[src/rtl/bla_pkg.sv]
// Shared types and lane-geometry helpers for the bus lane adapter.
// Assumes a 32-bit internal port, i.e. four byte lanes, lane 0 = bits 7..0.
package bla_pkg;

    localparam int LANES = 4;

    typedef enum logic [1:0] {
        ST_IDLE  = 2'd0,
        ST_ISSUE = 2'd1,
        ST_WAIT  = 2'd2
    } seq_state_t;

    // Map the raw width code to 0 (8), 1 (16) or 2 (32); code 3 means 32.
    function automatic logic [1:0] width_eff(input logic [1:0] code);
        return (code == 2'd3) ? 2'd2 : code;
    endfunction

    // log2 of the bytes moved per external cycle.
    function automatic logic [1:0] unit_log(input logic [1:0] size, input logic [1:0] wcode);
        return (size < wcode) ? size : wcode;
    endfunction

    // Lowest big-endian lane used by a unit at offset off in the device word.
    function automatic logic [1:0] lane_pos(input logic [1:0] ulog, input logic [1:0] wcode,
                                            input logic [1:0] off);
        logic [2:0] wb;
        logic [2:0] mb;
        wb = 3'd1 << wcode;
        mb = 3'd1 << ulog;
        return 2'(wb - mb - {1'b0, off});
    endfunction

    // Data mask covering one unit, right-justified.
    function automatic logic [31:0] unit_keep(input logic [1:0] ulog);
        case (ulog)
            2'd0:    return 32'h0000_00FF;
            2'd1:    return 32'h0000_FFFF;
            default: return 32'hFFFF_FFFF;
        endcase
    endfunction

    // Reverse byte lanes inside the device width.
    function automatic logic [31:0] rev_data(input logic [31:0] d, input logic [1:0] wcode);
        case (wcode)
            2'd0:    return d;
            2'd1:    return {d[31:16], d[7:0], d[15:8]};
            default: return {d[7:0], d[15:8], d[23:16], d[31:24]};
        endcase
    endfunction

    // Reverse lane-enable bits inside the device width.
    function automatic logic [3:0] rev_mask(input logic [3:0] m, input logic [1:0] wcode);
        case (wcode)
            2'd0:    return m;
            2'd1:    return {m[3:2], m[0], m[1]};
            default: return {m[0], m[1], m[2], m[3]};
        endcase
    endfunction

endpackage

[src/rtl/bla_seq.sv]
// Request sequencer: accepts one request when idle, rejects misaligned ones,
// then steps ISSUE (one-clock strobe) -> WAIT (for ack) per partial cycle.
// Assumes cyc_last is derived from the latched request and idx.
module bla_seq
    import bla_pkg::*;
#(
    parameter int ADDR_W  = 25,
    parameter int SPACE_W = 2
) (
    input  logic               clk,
    input  logic               rst_n,
    input  logic               req_valid,
    input  logic               req_write,
    input  logic [1:0]         req_size,
    input  logic [ADDR_W-1:0]  req_addr,
    input  logic [SPACE_W-1:0] req_space,
    input  logic [31:0]        req_wdata,
    input  logic               ext_ack,
    input  logic               cyc_last,
    output logic               busy,
    output logic               issue,
    output logic               done,
    output logic               err,
    output logic               capture,
    output logic               clear,
    output logic               lat_write,
    output logic [1:0]         lat_size,
    output logic [ADDR_W-1:0]  lat_addr,
    output logic [SPACE_W-1:0] lat_space,
    output logic [31:0]        lat_wdata,
    output logic [1:0]         cyc_idx
);

    seq_state_t state;
    logic       misalign;
    logic       accept;

    // Alignment and size legality of the incoming request.
    always_comb begin
        misalign = (req_size == 2'd3) ||
                   (req_size == 2'd1 && req_addr[0]) ||
                   (req_size == 2'd2 && req_addr[1:0] != 2'b00);
    end

    assign accept  = (state == ST_IDLE) && req_valid && !misalign;
    assign clear   = accept && !req_write;
    assign capture = (state == ST_WAIT) && ext_ack && !lat_write;
    assign busy    = (state != ST_IDLE);
    assign issue   = (state == ST_ISSUE);

    // State, request latch, partial-cycle index and result pulses.
    always_ff @(posedge clk) begin
        if (!rst_n) begin
            state     <= ST_IDLE;
            done      <= 1'b0;
            err       <= 1'b0;
            lat_write <= 1'b0;
            lat_size  <= 2'd0;
            lat_addr  <= '0;
            lat_space <= '0;
            lat_wdata <= '0;
            cyc_idx   <= 2'd0;
        end else begin
            done <= 1'b0;
            err  <= 1'b0;
            case (state)
                ST_IDLE: begin
                    if (req_valid && misalign) begin
                        err <= 1'b1;
                    end else if (accept) begin
                        lat_write <= req_write;
                        lat_size  <= req_size;
                        lat_addr  <= req_addr;
                        lat_space <= req_space;
                        lat_wdata <= req_wdata;
                        cyc_idx   <= 2'd0;
                        state     <= ST_ISSUE;
                    end
                end
                ST_ISSUE: state <= ST_WAIT;
                ST_WAIT: begin
                    if (ext_ack) begin
                        if (cyc_last) begin
                            state <= ST_IDLE;
                            done  <= 1'b1;
                        end else begin
                            cyc_idx <= cyc_idx + 2'd1;
                            state   <= ST_ISSUE;
                        end
                    end
                end
                default: state <= ST_IDLE;
            endcase
        end
    end

endmodule

[src/rtl/bla_lane_steer.sv]
// Write-path steering: selects the unit of write data for the current partial
// cycle (most significant first) and places it on the device lanes, with an
// optional lane reversal. Purely combinational.
module bla_lane_steer
    import bla_pkg::*;
(
    input  logic [31:0] wdata,
    input  logic [1:0]  size,
    input  logic [1:0]  wcode,
    input  logic [1:0]  off,
    input  logic [1:0]  idx,
    input  logic [1:0]  cnt_m1,
    input  logic        le,
    output logic [31:0] lane_data,
    output logic [3:0]  lane_mask
);

    logic [1:0]  ulog;
    logic [1:0]  pos;
    logic [1:0]  units;
    logic [5:0]  chunk_sh;
    logic [31:0] chunk;
    logic [31:0] be_data;
    logic [3:0]  be_mask;
    logic [3:0]  unit_lanes;

    // Pick the unit for this cycle and shift it onto big-endian lanes.
    always_comb begin
        ulog  = unit_log(size, wcode);
        pos   = lane_pos(ulog, wcode, off);
        units = cnt_m1 - idx;
        case (ulog)
            2'd0:    chunk_sh = {1'b0, units, 3'b000};
            2'd1:    chunk_sh = {units, 4'b0000};
            default: chunk_sh = 6'd0;
        endcase
        chunk = (wdata >> chunk_sh) & unit_keep(ulog);
        case (ulog)
            2'd0:    unit_lanes = 4'b0001;
            2'd1:    unit_lanes = 4'b0011;
            default: unit_lanes = 4'b1111;
        endcase
        be_data = chunk << {pos, 3'b000};
        be_mask = unit_lanes << pos;
    end

    // Apply the optional lane reversal inside the device width.
    always_comb begin
        lane_data = le ? rev_data(be_data, wcode) : be_data;
        lane_mask = le ? rev_mask(be_mask, wcode) : be_mask;
    end

endmodule

[src/rtl/bla_read_gather.sv]
// Read-path assembly: takes the unit off the device lanes on each
// acknowledged read cycle and shifts it into a right-justified accumulator.
// Assumes clear arrives before the first capture of a read.
module bla_read_gather
    import bla_pkg::*;
(
    input  logic        clk,
    input  logic        rst_n,
    input  logic        clear,
    input  logic        capture,
    input  logic [31:0] din,
    input  logic [1:0]  size,
    input  logic [1:0]  wcode,
    input  logic [1:0]  off,
    input  logic        le,
    output logic [31:0] acc
);

    logic [1:0]  ulog;
    logic [1:0]  pos;
    logic [31:0] lanes;
    logic [31:0] chunk;
    logic [5:0]  acc_sh;
    logic [31:0] acc_n;

    // Undo lane reversal, extract the unit and merge it below older bytes.
    always_comb begin
        ulog   = unit_log(size, wcode);
        pos    = lane_pos(ulog, wcode, off);
        lanes  = le ? rev_data(din, wcode) : din;
        chunk  = (lanes >> {pos, 3'b000}) & unit_keep(ulog);
        acc_sh = 6'd8 << ulog;
        acc_n  = (acc << acc_sh) | chunk;
    end

    // Accumulator register.
    always_ff @(posedge clk) begin
        if (!rst_n)       acc <= '0;
        else if (clear)   acc <= '0;
        else if (capture) acc <= acc_n;
    end

endmodule

[src/rtl/bus_lane_adapter.sv]
// Top of the bus width and endian adapter. Resolves per-space width and
// endian mode, derives the partial-cycle count and address, and drives the
// external strobes. Assumes NUM_SPACES is a power of two and that cfg_*
// inputs are stable while busy.
module bus_lane_adapter
    import bla_pkg::*;
#(
    parameter int                  NUM_SPACES = 4,
    parameter int                  ADDR_W     = 25,
    parameter logic [NUM_SPACES-1:0] LE_SPACES = 4'b1100
) (
    input  logic                          clk,
    input  logic                          rst_n,
    input  logic [2*NUM_SPACES-1:0]       cfg_width,
    input  logic                          cfg_le_en,
    input  logic                          req_valid,
    input  logic                          req_write,
    input  logic [1:0]                    req_size,
    input  logic [ADDR_W-1:0]             req_addr,
    input  logic [$clog2(NUM_SPACES)-1:0] req_space,
    input  logic [31:0]                   req_wdata,
    output logic                          busy,
    output logic                          done,
    output logic                          err,
    output logic [31:0]                   rdata,
    output logic [ADDR_W-1:0]             ext_addr,
    output logic [NUM_SPACES-1:0]         ext_cs_n,
    output logic                          ext_rd_n,
    output logic [LANES-1:0]              ext_we_n,
    output logic [31:0]                   ext_dout,
    input  logic [31:0]                   ext_din,
    input  logic                          ext_ack
);

    localparam int SPACE_W = $clog2(NUM_SPACES);

    logic               issue;
    logic               capture;
    logic               clear;
    logic               lat_write;
    logic [1:0]         lat_size;
    logic [ADDR_W-1:0]  lat_addr;
    logic [SPACE_W-1:0] lat_space;
    logic [31:0]        lat_wdata;
    logic [1:0]         cyc_idx;
    logic [1:0]         cnt_m1;
    logic               cyc_last;
    logic [1:0]         wcode;
    logic               le;
    logic [1:0]         wmask;
    logic [1:0]         off;
    logic [ADDR_W-1:0]  cyc_addr;
    logic [31:0]        lane_data;
    logic [3:0]         lane_mask;
    logic [1:0]         sp_w  [NUM_SPACES];
    logic               sp_le [NUM_SPACES];

    // Per-space width, endian mode and chip-select decode.
    for (genvar g = 0; g < NUM_SPACES; g++) begin : g_space
        assign sp_w[g]     = width_eff(cfg_width[2*g +: 2]);
        assign sp_le[g]    = cfg_le_en & LE_SPACES[g];
        assign ext_cs_n[g] = !(issue && (lat_space == SPACE_W'(g)));
    end

    // Cycle count, last-cycle flag, cycle address and offset in device word.
    always_comb begin
        wcode = sp_w[lat_space];
        le    = sp_le[lat_space];
        if (lat_size > wcode) cnt_m1 = (lat_size - wcode == 2'd1) ? 2'd1 : 2'd3;
        else                  cnt_m1 = 2'd0;
        cyc_last = (cyc_idx == cnt_m1);
        cyc_addr = lat_addr + (ADDR_W'(cyc_idx) << wcode);
        case (wcode)
            2'd0:    wmask = 2'b00;
            2'd1:    wmask = 2'b01;
            default: wmask = 2'b11;
        endcase
        off = cyc_addr[1:0] & wmask;
    end

    bla_seq #(.ADDR_W(ADDR_W), .SPACE_W(SPACE_W)) seq_i (
        .clk       (clk),
        .rst_n     (rst_n),
        .req_valid (req_valid),
        .req_write (req_write),
        .req_size  (req_size),
        .req_addr  (req_addr),
        .req_space (req_space),
        .req_wdata (req_wdata),
        .ext_ack   (ext_ack),
        .cyc_last  (cyc_last),
        .busy      (busy),
        .issue     (issue),
        .done      (done),
        .err       (err),
        .capture   (capture),
        .clear     (clear),
        .lat_write (lat_write),
        .lat_size  (lat_size),
        .lat_addr  (lat_addr),
        .lat_space (lat_space),
        .lat_wdata (lat_wdata),
        .cyc_idx   (cyc_idx)
    );

    bla_lane_steer steer_i (
        .wdata     (lat_wdata),
        .size      (lat_size),
        .wcode     (wcode),
        .off       (off),
        .idx       (cyc_idx),
        .cnt_m1    (cnt_m1),
        .le        (le),
        .lane_data (lane_data),
        .lane_mask (lane_mask)
    );

    bla_read_gather gather_i (
        .clk     (clk),
        .rst_n   (rst_n),
        .clear   (clear),
        .capture (capture),
        .din     (ext_din),
        .size    (lat_size),
        .wcode   (wcode),
        .off     (off),
        .le      (le),
        .acc     (rdata)
    );

    // External strobes and data, active only during the issue clock.
    always_comb begin
        ext_addr = cyc_addr;
        ext_rd_n = !(issue && !lat_write);
        ext_we_n = (issue && lat_write) ? ~lane_mask : 4'hF;
        ext_dout = (issue && lat_write) ? lane_data : 32'h0;
    end

endmodule

[config.mk]
export PLATFORM = sky130hd
export DESIGN_NAME = bus_lane_adapter
export DESIGN_NICKNAME = d
export VERILOG_FILES = /design/src/rtl/bla_pkg.sv /design/src/rtl/bla_seq.sv /design/src/rtl/bla_lane_steer.sv /design/src/rtl/bla_read_gather.sv /design/src/rtl/bus_lane_adapter.sv
export SDC_FILE = /design/constraint.sdc
export NUM_CORES = 1
export LEC_CHECK = 0
export BUFFER_PORTS_ARGS = -buffer_cell sky130_fd_sc_hd__buf_4
export CORE_MARGIN = 2
export CORE_UTILIZATION = 40
export CTS_CLUSTER_SIZE = 28
export DETAILED_ROUTE_END_ITERATION = 16
export SYNTH_ARGS = -nofsm -noshare
export SYNTH_HDL_FRONTEND = slang
export SYNTH_HIERARCHICAL = 1
export SYNTH_SLANG_ARGS = --single-unit
[constraint.sdc]
create_clock -name clk -period 11.19 [get_ports clk]
set_input_delay 0.5595 -clock clk [delete_from_list [all_inputs] [get_ports clk]]
set_output_delay 0.5595 -clock clk [all_outputs]
set_load 0.005 [all_outputs]
# Word-level counts from Yosys, hierarchy flattened
# Cells that the tools add are included.
dict set report word_totals {
  reg_bits 100
  inputBits 107
  elab_cells 130
}
dict set report classes {
  n_mux 37
  bitwise_logic 8
  n_reduce_logical 37
  order_cmp 3
  n_addsub 6
  n_shift 9
  n_eq_ne 20
}
# operator count
set ops {}
lappend ops {{32-bit case mux with 2 select lines} 3}
lappend ops {{32-bit 2-to-1 mux} 3}
lappend ops {{32-bit AND} 2}
lappend ops {{2-bit 2-to-1 mux} 16}
lappend ops {{32-bit OR} 1}
lappend ops {{32-bit by 5-bit << shifter with 32-bit output} 1}
lappend ops {{32-bit by 6-bit << shifter with 32-bit output} 1}
lappend ops {{32-bit by 5-bit right shift with 32-bit output} 1}
lappend ops {{32-bit by 6-bit right shift with 32-bit output} 1}
lappend ops {{25-bit adder} 1}
lappend ops {{2-bit by 2-bit << shifter with 25-bit output} 1}
lappend ops {{2-bit == test (second input constant)} 9}
lappend ops {{4-bit case mux with 2 select lines} 2}
lappend ops {{1-bit logical AND} 14}
lappend ops {{2-bit by 1-bit == test with 1-bit output (second input constant)} 6}
lappend ops {{6-bit case mux with 2 select lines} 1}
lappend ops {{3-bit AND reduction} 3}
lappend ops {{1-bit logical NOT} 8}
lappend ops {{2-bit logical NOT} 4}
lappend ops {{4-bit 2-to-1 mux} 2}
lappend ops {{2-bit case mux with 2 select lines} 2}
lappend ops {{2-bit subtractor} 4}
lappend ops {{2-bit != test (second input constant)} 3}
lappend ops {{2-bit case mux with 3 select lines} 1}
lappend ops {{21 further kinds} 30}

# Longest topological paths before layout
# Gate-level depths: netlist of run 1.
dict set report logic_depth {
  depth_word 17
  depth_mapped 18
  depth_no_buf 15
}

# By module
# Netlist of run 1, hierarchy kept.
# module seq_area_each_um2 area_each_um2 n_inst cells_per_inst
set by_module_without_submodules {}
lappend by_module_without_submodules {bla_read_gather 640.6 3001.6 1 387}
lappend by_module_without_submodules {bla_seq 1361.3 2830.2 1 302}
lappend by_module_without_submodules {bla_lane_steer 0.0 2124.5 1 301}
lappend by_module_without_submodules {bus_lane_adapter 0.0 1126.1 1 155}

# Worst setup path before layout of run 1
# No wires, ideal clock.
dict set report synth_path {
  kind {input to output}
  startpoint {input port cfg_width[5]}
  endpoint {output port ext_dout[10]}
  setup_slack_ps 6445
  t_arrival_ps 4185
  path_stages 15
  cell_sequence {mux4_2 buf_2 inv_1 ha_1 or2_2 buf_2 nand2_1 nand2_1 fa_1 xor2_4 xnor2_2 xnor2_4 mux2_4 a221o_1 and3_1}
}
dict set report synth_via {
  elab_chain_len 17
  elab_cells_between_ends 33
}
# element line
set synth_rtl {}
lappend synth_rtl {{start: declaration} bus_lane_adapter.sv:14} ;# input logic [2*NUM_SPACES-1:0] cfg_width,
lappend synth_rtl {{2-bit == test} bla_pkg.sv:15} ;# return (code == 2'd3) ? 2'd2 : code;
lappend synth_rtl {{2-bit 2-to-1 mux *} bla_pkg.sv:15}
lappend synth_rtl {{2-bit binary-select mux with 2-bit select *} bus_lane_adapter.sv:67} ;# wcode = sp_w[lat_space];
lappend synth_rtl {{2-bit 2-to-1 mux (implied by the code) * (2 in series)} bus_lane_adapter.sv:67}
lappend synth_rtl {{2-bit subtractor} bus_lane_adapter.sv:69} ;# if (lat_size > wcode) cnt_m1 = (lat_size - wcode == 2'd1) ? 2'd1 : 2'd3;
lappend synth_rtl {{2-bit by 1-bit == test with 1-bit output} bus_lane_adapter.sv:69}
lappend synth_rtl {{2-bit 2-to-1 mux (2 in series)} bus_lane_adapter.sv:69}
lappend synth_rtl {{2-bit subtractor} bla_lane_steer.sv:31} ;# units = cnt_m1 - idx;
lappend synth_rtl {{6-bit case mux with 2 select lines} bla_lane_steer.sv:32} ;# case (ulog)
lappend synth_rtl {{32-bit by 6-bit right shift with 32-bit output} bla_lane_steer.sv:37} ;# chunk = (wdata >> chunk_sh) & unit_keep(ulog);
lappend synth_rtl {{32-bit AND} bla_lane_steer.sv:37}
lappend synth_rtl {{32-bit by 5-bit << shifter with 32-bit output} bla_lane_steer.sv:43} ;# be_data = chunk << {pos, 3'b000};
lappend synth_rtl {{32-bit case mux with 2 select lines} bla_pkg.sv:44} ;# case (wcode)
lappend synth_rtl {{32-bit 2-to-1 mux *} bla_lane_steer.sv:49} ;# lane_data = le ? rev_data(be_data, wcode) : be_data;
lappend synth_rtl {{via lane_data[10]} bus_lane_adapter.sv:53} ;# logic [31:0] lane_data;
lappend synth_rtl {{32-bit 2-to-1 mux *} bus_lane_adapter.sv:136} ;# ext_dout = (issue && lat_write) ? lane_data : 32'h0;
lappend synth_rtl {{end: declaration} bus_lane_adapter.sv:30} ;# output logic [31:0] ext_dout,
# The timed path passes the listed nets; every way through them passes the cells marked *. The select of a mux whose other input is x is not followed.

# Worst setup path after layout of run 1
dict set report layout_path {
  startpoint {register seq_i.lat_space[1]}
  endpoint {output port ext_dout[21]}
}
dict set report layout_via {
  elab_chain_len 16
  elab_cells_between_ends 35
}
# element line
set layout_rtl {}
lappend layout_rtl {{start: declaration} bla_seq.sv:29} ;# output logic [SPACE_W-1:0] lat_space,
lappend layout_rtl {{start signal: assignment} bla_seq.sv:74} ;# lat_space <= req_space;
lappend layout_rtl {{2-bit inverter with 3-bit output (implied by the code) *} bus_lane_adapter.sv:67}
lappend layout_rtl {{2-bit binary-select mux with 2-bit select *} bus_lane_adapter.sv:67}
lappend layout_rtl {{2-bit 2-to-1 mux (implied by the code) * (2 in series)} bus_lane_adapter.sv:67}
lappend layout_rtl {{via wcode[1]} bus_lane_adapter.sv:48} ;# logic [1:0] wcode;
lappend layout_rtl {{2-bit subtractor} bus_lane_adapter.sv:69}
lappend layout_rtl {{2-bit by 1-bit == test with 1-bit output} bus_lane_adapter.sv:69}
lappend layout_rtl {{2-bit 2-to-1 mux (2 in series)} bus_lane_adapter.sv:69}
lappend layout_rtl {{2-bit subtractor} bla_lane_steer.sv:31}
lappend layout_rtl {{6-bit case mux with 2 select lines} bla_lane_steer.sv:32}
lappend layout_rtl {{32-bit by 6-bit right shift with 32-bit output} bla_lane_steer.sv:37}
lappend layout_rtl {{32-bit AND} bla_lane_steer.sv:37}
lappend layout_rtl {{32-bit by 5-bit << shifter with 32-bit output} bla_lane_steer.sv:43}
lappend layout_rtl {{32-bit case mux with 2 select lines} bla_pkg.sv:44}
lappend layout_rtl {{32-bit 2-to-1 mux *} bla_lane_steer.sv:49}
lappend layout_rtl {{via lane_data[21]} bus_lane_adapter.sv:53}
lappend layout_rtl {{32-bit 2-to-1 mux *} bus_lane_adapter.sv:136}
# Marked as above.

==> metrics.txt, run 1 <==
status=finished, final reports clean; Final ANT Viol Nets=0; clk_lat worst skew=between 300 and 400 ps; post-CTS sizing=0; CP Class=reg -> out; clk_skew=between 8 and 9 ps; routability cong.=~0.97; final hold slack=about 450 ps; vias in the first global route=between 8,000 and 9,000; startpoint types=flop; port bufs=207; Die X=roughly 150 µm; postcts setup bufs=0; Ports=208; Num CTS Buffers=9; Crit path required time=between 10,000 and 15,000 ps; Via density=6.048; setup TNS=0 ps; syn avg cell area=7.932 µm²; WP data arrival=between 5000 and 6000 ps; synth warn=6; total number of vias=9,501; Final Setup Violations=0; DRC=0; area delta synth->final=19.70%; clk sinks=100; LEAKAGE=approximately 4.4 nW; Post-synth EDFFs=0; clk buf depth=2; ys async rst share=0; post-synth top area share=0.2204; number of DRC markers in iteration 0=approximately 840; global-route wire length before repair=approximately 47,000 µm; most common flop cell mapped by yosys=dfxtp_1; htree depth=3; Initial Utilization=0.4049; clock root buffer=clkbuf_16; ant diodes=0; first-pass iteration count of the detailed router=7; gr ovfl total=0; PwrDens=103.1 nW/µm²; Worst-Margin Slew=1155 ps; placed insts=between 1,500 and 2,000; Synth area leader=dfxtp_1; Period minus WS final=6456 ps; synth unique cells=between 90 and 100; total track usage=0.2414; Slew Limit Fails=0; unrepaired setup endpoints after global routing=no; largest cells by area after synthesis=dfxtp_1 (22%), mux2i_1 (9.6%), nand2_1 (8.2%); post-detail-place hpwl=approximately 22,000 µm; max-cap check violation count=0; Fmax=between 0.15 and 0.2 GHz; post-synthesis register bit count=100; Worst VDD drop=approximately 0.063 mV; Hold Vio Cnt, Final=0; element type at the critical path end=primary output; fraction of layout instances using a drive strength above 1=0.2356; Hold WC Path Type=in -> reg; core area=between 20,000 and 25,000 µm²; Rel. slew slack=0.2301; NumNets Final=1,404; WL per Instance=between 15 and 20 µm; syn nets=roughly 1,300; initial antenna violation count=0; # rows=55; Non-Filler Instances=between 1,500 and 2,000; Post-Synthesis Cell Area=around 9100 µm²; sequential share of the synthesized area=0.2204; Die H=~150 µm; die area=23,930 µm²; Tcrit/Tclk final=0.5770; largest net degree at the start of global routing=90; TritonCTS clock tree=yes; Reg clk slew, reported paths=80 ps; Mapped Cells=roughly 1,100; hold_buf cts=0; largest fanout on the critical path=30; Post-Route WL=roughly 30,000 µm
## flip-flops by register name, summed over array words and instances (netlist names)
| name | flops |
|---|---|
| seq_i/done | 1 |
| seq_i/lat_addr | 25 |
| seq_i/err | 1 |
| seq_i/cyc_idx | 2 |
| seq_i/lat_write | 1 |
| seq_i/state | 2 |
| seq_i/lat_wdata | 32 |
| seq_i/lat_space | 2 |
| gather_i/acc | 32 |
| seq_i/lat_size | 2 |
## critical path, cell delays in order (launching register included)
cell	delay [ps]
dfxtp_1	580
mux4_2	870
ha_1	630
inv_1	400
nand2_1	110
fa_1	470
xor2_4	250
xnor2_2	640
nand3_1	300
a21oi_1	630
a221oi_1	200
a21oi_1	160
and3_1	170
buf_4	110
## synth_stat cells (9+ instances only)
master,instances
a221o_1,9
mux4_2,9
nand3b_1,12
o211ai_1,16
o221ai_1,15
dfxtp_1,100
and2_1,9
o21ai_1,17
or2_2,11
nand4_1,18
mux2_2,10
a211oi_1,20
nand2_1,199
inv_1,26
nor2_1,27
nand3_1,49
a221oi_1,11
clkbuf_1,56
buf_2,16
ha_1,13
a21oi_1,51
mux2i_1,87
o21ai_0,40
and3_1,43
nor2b_1,12
a22oi_1,30
a31oi_1,25
o22ai_1,39
nand2b_1,16
xnor2_1,23
## final timing paths
check | cells past startpoint | slack [ps] | startpoint | end
max | 13 | 4730 | seq_i/lat_space[1] | ext_dout[21]
min | 3 | 450 | req_wdata[17] | seq_i/lat_wdata[17]
max reg2reg | 12 | 6120 | seq_i/lat_space[1] | gather_i/acc[8]
min reg2reg | 2 | 460 | seq_i/lat_addr[0] | seq_i/lat_addr[0]
## where the power goes
group          switching, W  leakage [nW]  internal, W  total [W]
combinational      0.000221          3.37     0.000150   0.000371
sequential        0.0000220         0.813     0.000370   0.000392
clock              0.000150         0.168     0.000207   0.000357
total              0.000393          4.35     0.000727    0.00112
## layout by cell type, fill, tap and decap left out, types with 10 or more instances in the layout
master	instances
o21ai_1	17
inv_1	26
ha_1	13
o221ai_1	15
and3_1	43
nand3b_1	12
o211ai_1	16
dfxtp_1	100
nor2b_1	11
buf_4	214
nand2_1	199
a22oi_1	30
o22ai_1	39
nand3_1	49
or2_2	11
a211oi_1	20
a21oi_1	51
mux2_2	10
a31oi_1	25
mux2i_1	87
a221oi_1	11
nand4_1	18
o21ai_0	40
nor2_1	25
nand2b_1	16
xnor2_1	23
## per-stage QoR
step	total power, W	instance area, µm²	utilization	setup WS [ps]
2_1_floorplan	0.0006580	9082	-	6445
3_3_place_gp	0.0007632	10530	0.4693	5312
3_5_place_dp	0.0007634	10530	0.4693	5227
4_1_cts	0.001125	10870	0.4846	4849
5_1_grt	0.001176	10870	0.4846	4368
6_report	0.001121	10870	0.4846	4734
## layer usage
layer | vias up | GRT usage | part of all wire
met5 | - | 0 | 0
met4 | 0 | 0.07099 | 0.026
met3 | 61 | 0.04679 | 0.079
met2 | 442 | 0.3969 | 0.47
met1 | 4444 | 0.3220 | 0.43
li1 | 4554 | - | -
## logic make-up after synthesis
family	synth area share
AOI/OAI and AO/OA	0.2546
xor gates and xnor gates	0.04436
adders and majority gates	0.02452
buffers and inverters	0.06902
DFF	0.2204
muxes	0.1384
other	0.0004129
and+or+nand+nor	0.2482
## cell type report
type                            count  area (µm²)
Clock inverter                      6       105.1
Inverter                           27       101.3
Fill cell                        2219       11560
Sequential cell                   100        2002
Clock buffer                       10       239.0
Timing Repair Buffer              214        1607
Tap cell                          285       356.6
Multi-Input combinational cell    929        6461
Note: power is estimated with default switching activity, not from simulation.
==> run 2, diff against run 1 <==
==> constraint.sdc (replaced) <==
create_clock -name clk -period 5.8 [get_ports clk]
set_input_delay 0.29 -clock clk [delete_from_list [all_inputs] [get_ports clk]]
set_output_delay 0.29 -clock clk [all_outputs]
set_load 0.005 [all_outputs]
==> metrics.txt, run 2 (same netlist as run 1, synthesis figures left out) <==
status=finished, final reports clean; global-route wire length before repair=between 40,000 and 50,000 µm; Hold Vio Cnt, Final=0; ant diodes=0; clock root buffer=clkbuf_16; post-CTS sizing=0; hold path cells=3; clk buf depth=2; Critical R2R Capture=gather_i/acc[16]; area delta synth->final=19.64%; total number of vias=between 9,000 and 10,000; WP data arrival=about 5100 ps; commonest non-fill, non-tap cell in the layout=buf_4; Worst VDD drop=around 0.14 mV; clk_lat worst skew=approximately 350 ps; post-detail-place hpwl=roughly 23,000 µm; # rows=55; worst hold start=req_wdata[18]; WL per Instance=approximately 19 µm; PwrDens=around 190 nW/µm²; LEAKAGE=roughly 4.4 nW; Tcrit/Tclk final=0.9355; Crit path required time=between 5000 and 6000 ps; NumNets Final=approximately 1,400; Top Registers=gather_i/acc (32), seq_i/lat_wdata (32), seq_i/lat_addr (25); Rel. slew slack=0.2389; port bufs=207; Fmax=about 0.18 GHz; clk sinks=100; vias in the first global route=8,640; routability cong.=0.9343; most frequent cells in the layout=buf_4 (220), nand2_1 (199), dfxtp_1 (100), mux2i_1 (87), a21oi_1 (51); r2r setup slk=1000 ps; Reg2Reg Depth=13; Die X=approximately 150 µm; Period minus WS final=around 5400 ps; setup TNS=0 ps; htree depth=3; postcts setup bufs=0; element type at the critical path end=primary output; unrepaired setup endpoints after global routing=no; TritonCTS clock tree=yes; CP Class=reg -> out; Initial Utilization=0.4049; final core occ=0.4844; Final Setup Violations=0; initial antenna violation count=0; Worst-Margin Slew=roughly 1100 ps; Num CTS Buffers=9; core area=around 22,000 µm²; largest fanout on the critical path=12; Hold Path End=seq_i/lat_wdata[18]; gr ovfl total=0; Reg clk slew, reported paths=around 80 ps; r2r startpoint=seq_i/lat_space[1]; fraction of layout instances using a drive strength above 1=0.2384; Hold WC Path Type=in -> reg; Die H=~150 µm; placed insts=between 1,500 and 2,000; total track usage=0.2448; hold_buf cts=0; die area=roughly 24,000 µm²; largest net degree at the start of global routing=86; startpoint types=flop; max-cap check violation count=0; number of DRC markers in iteration 0=921; Final ANT Viol Nets=0; Post-Route WL=30,430 µm; clk_skew=around 12 ps; first-pass iteration count of the detailed router=5; Slew Limit Fails=0; Non-Filler Instances=roughly 1,600; Via density=a little over 6; DRC=0; Ports=208
[run 2: cell count changes in the layout (fill, tap and decap cells not counted), sizes merged]
cell,before,now
buf,214,220
bufinv,2,0
clkinvlp,0,1
inv,28,29
[run 2: worst max path at each step]
stage	startpoint	endpoint	slack, ps	cells after the start
floorplan	seq_i/lat_space[1]	ext_dout[14]	1340	16
global route	seq_i/lat_space[1]	ext_dout[17]	30	15
CTS	seq_i/lat_space[1]	ext_dout[22]	220	15
finish	seq_i/lat_space[1]	ext_dout[17]	370	15
detailed placement	seq_i/lat_space[1]	ext_dout[22]	590	15
global placement	seq_i/lat_space[1]	ext_dout[21]	770	15
[run 2: power breakdown]
| part | switching, W | internal (W) |
|---|---|---|
| combinational | 0.000428 | 0.000296 |
| sequential | 0.0000417 | 0.000715 |
| clock | 0.000285 | 0.000299 |
[run 2: area by class of cell]
type / instances / area, µm²
Fill cell: 2237 / 11570
Multi-Input combinational cell: 929 / 6472
Sequential cell: 100 / 2002
Timing Repair Buffer: 220 / 1652
Tap cell: 285 / 356.6
Clock buffer: 10 / 229.0
Inverter: 27 / 101.3
Clock inverter: 6 / 53.80
[run 2: through the flow]
stage | hold WS, ps | total power, W | cell area [µm²] | worst slack (ps)
2_1_floorplan | 431.4 | 0.001269 | 9082 | 1336
3_3_place_gp | 453.2 | 0.001479 | 10570 | 768.9
3_5_place_dp | 455.7 | 0.001479 | 10570 | 585.5
4_1_cts | 162.4 | 0.002074 | 10860 | 223.2
5_1_grt | 171.8 | 0.002176 | 10870 | 25.98
6_report | 184.3 | 0.002064 | 10870 | 374.0
[run 2: critical path, stage by stage (launching register included)]
cell	delay (ps)
dfxtp_1	540
mux4_2	640
inv_1	140
ha_1	270
o21bai_2	190
nand2_1	220
nand2_1	100
fa_1	470
xor2_4	260
xnor2_4	440
nand3_1	250
a21oi_1	590
a221oi_1	200
a21oi_1	180
and3_1	170
buf_4	110
[run 2: per-layer routing]
layer | vias to the layer above | wire (µm) | track usage
met5 | - | 0 | 0
met4 | 0 | 789 | 0.08333
met3 | 59 | 2060 | 0.03222
met2 | 403 | 14590 | 0.3999
met1 | 4495 | 13000 | 0.3335
li1 | 4566 | - | -
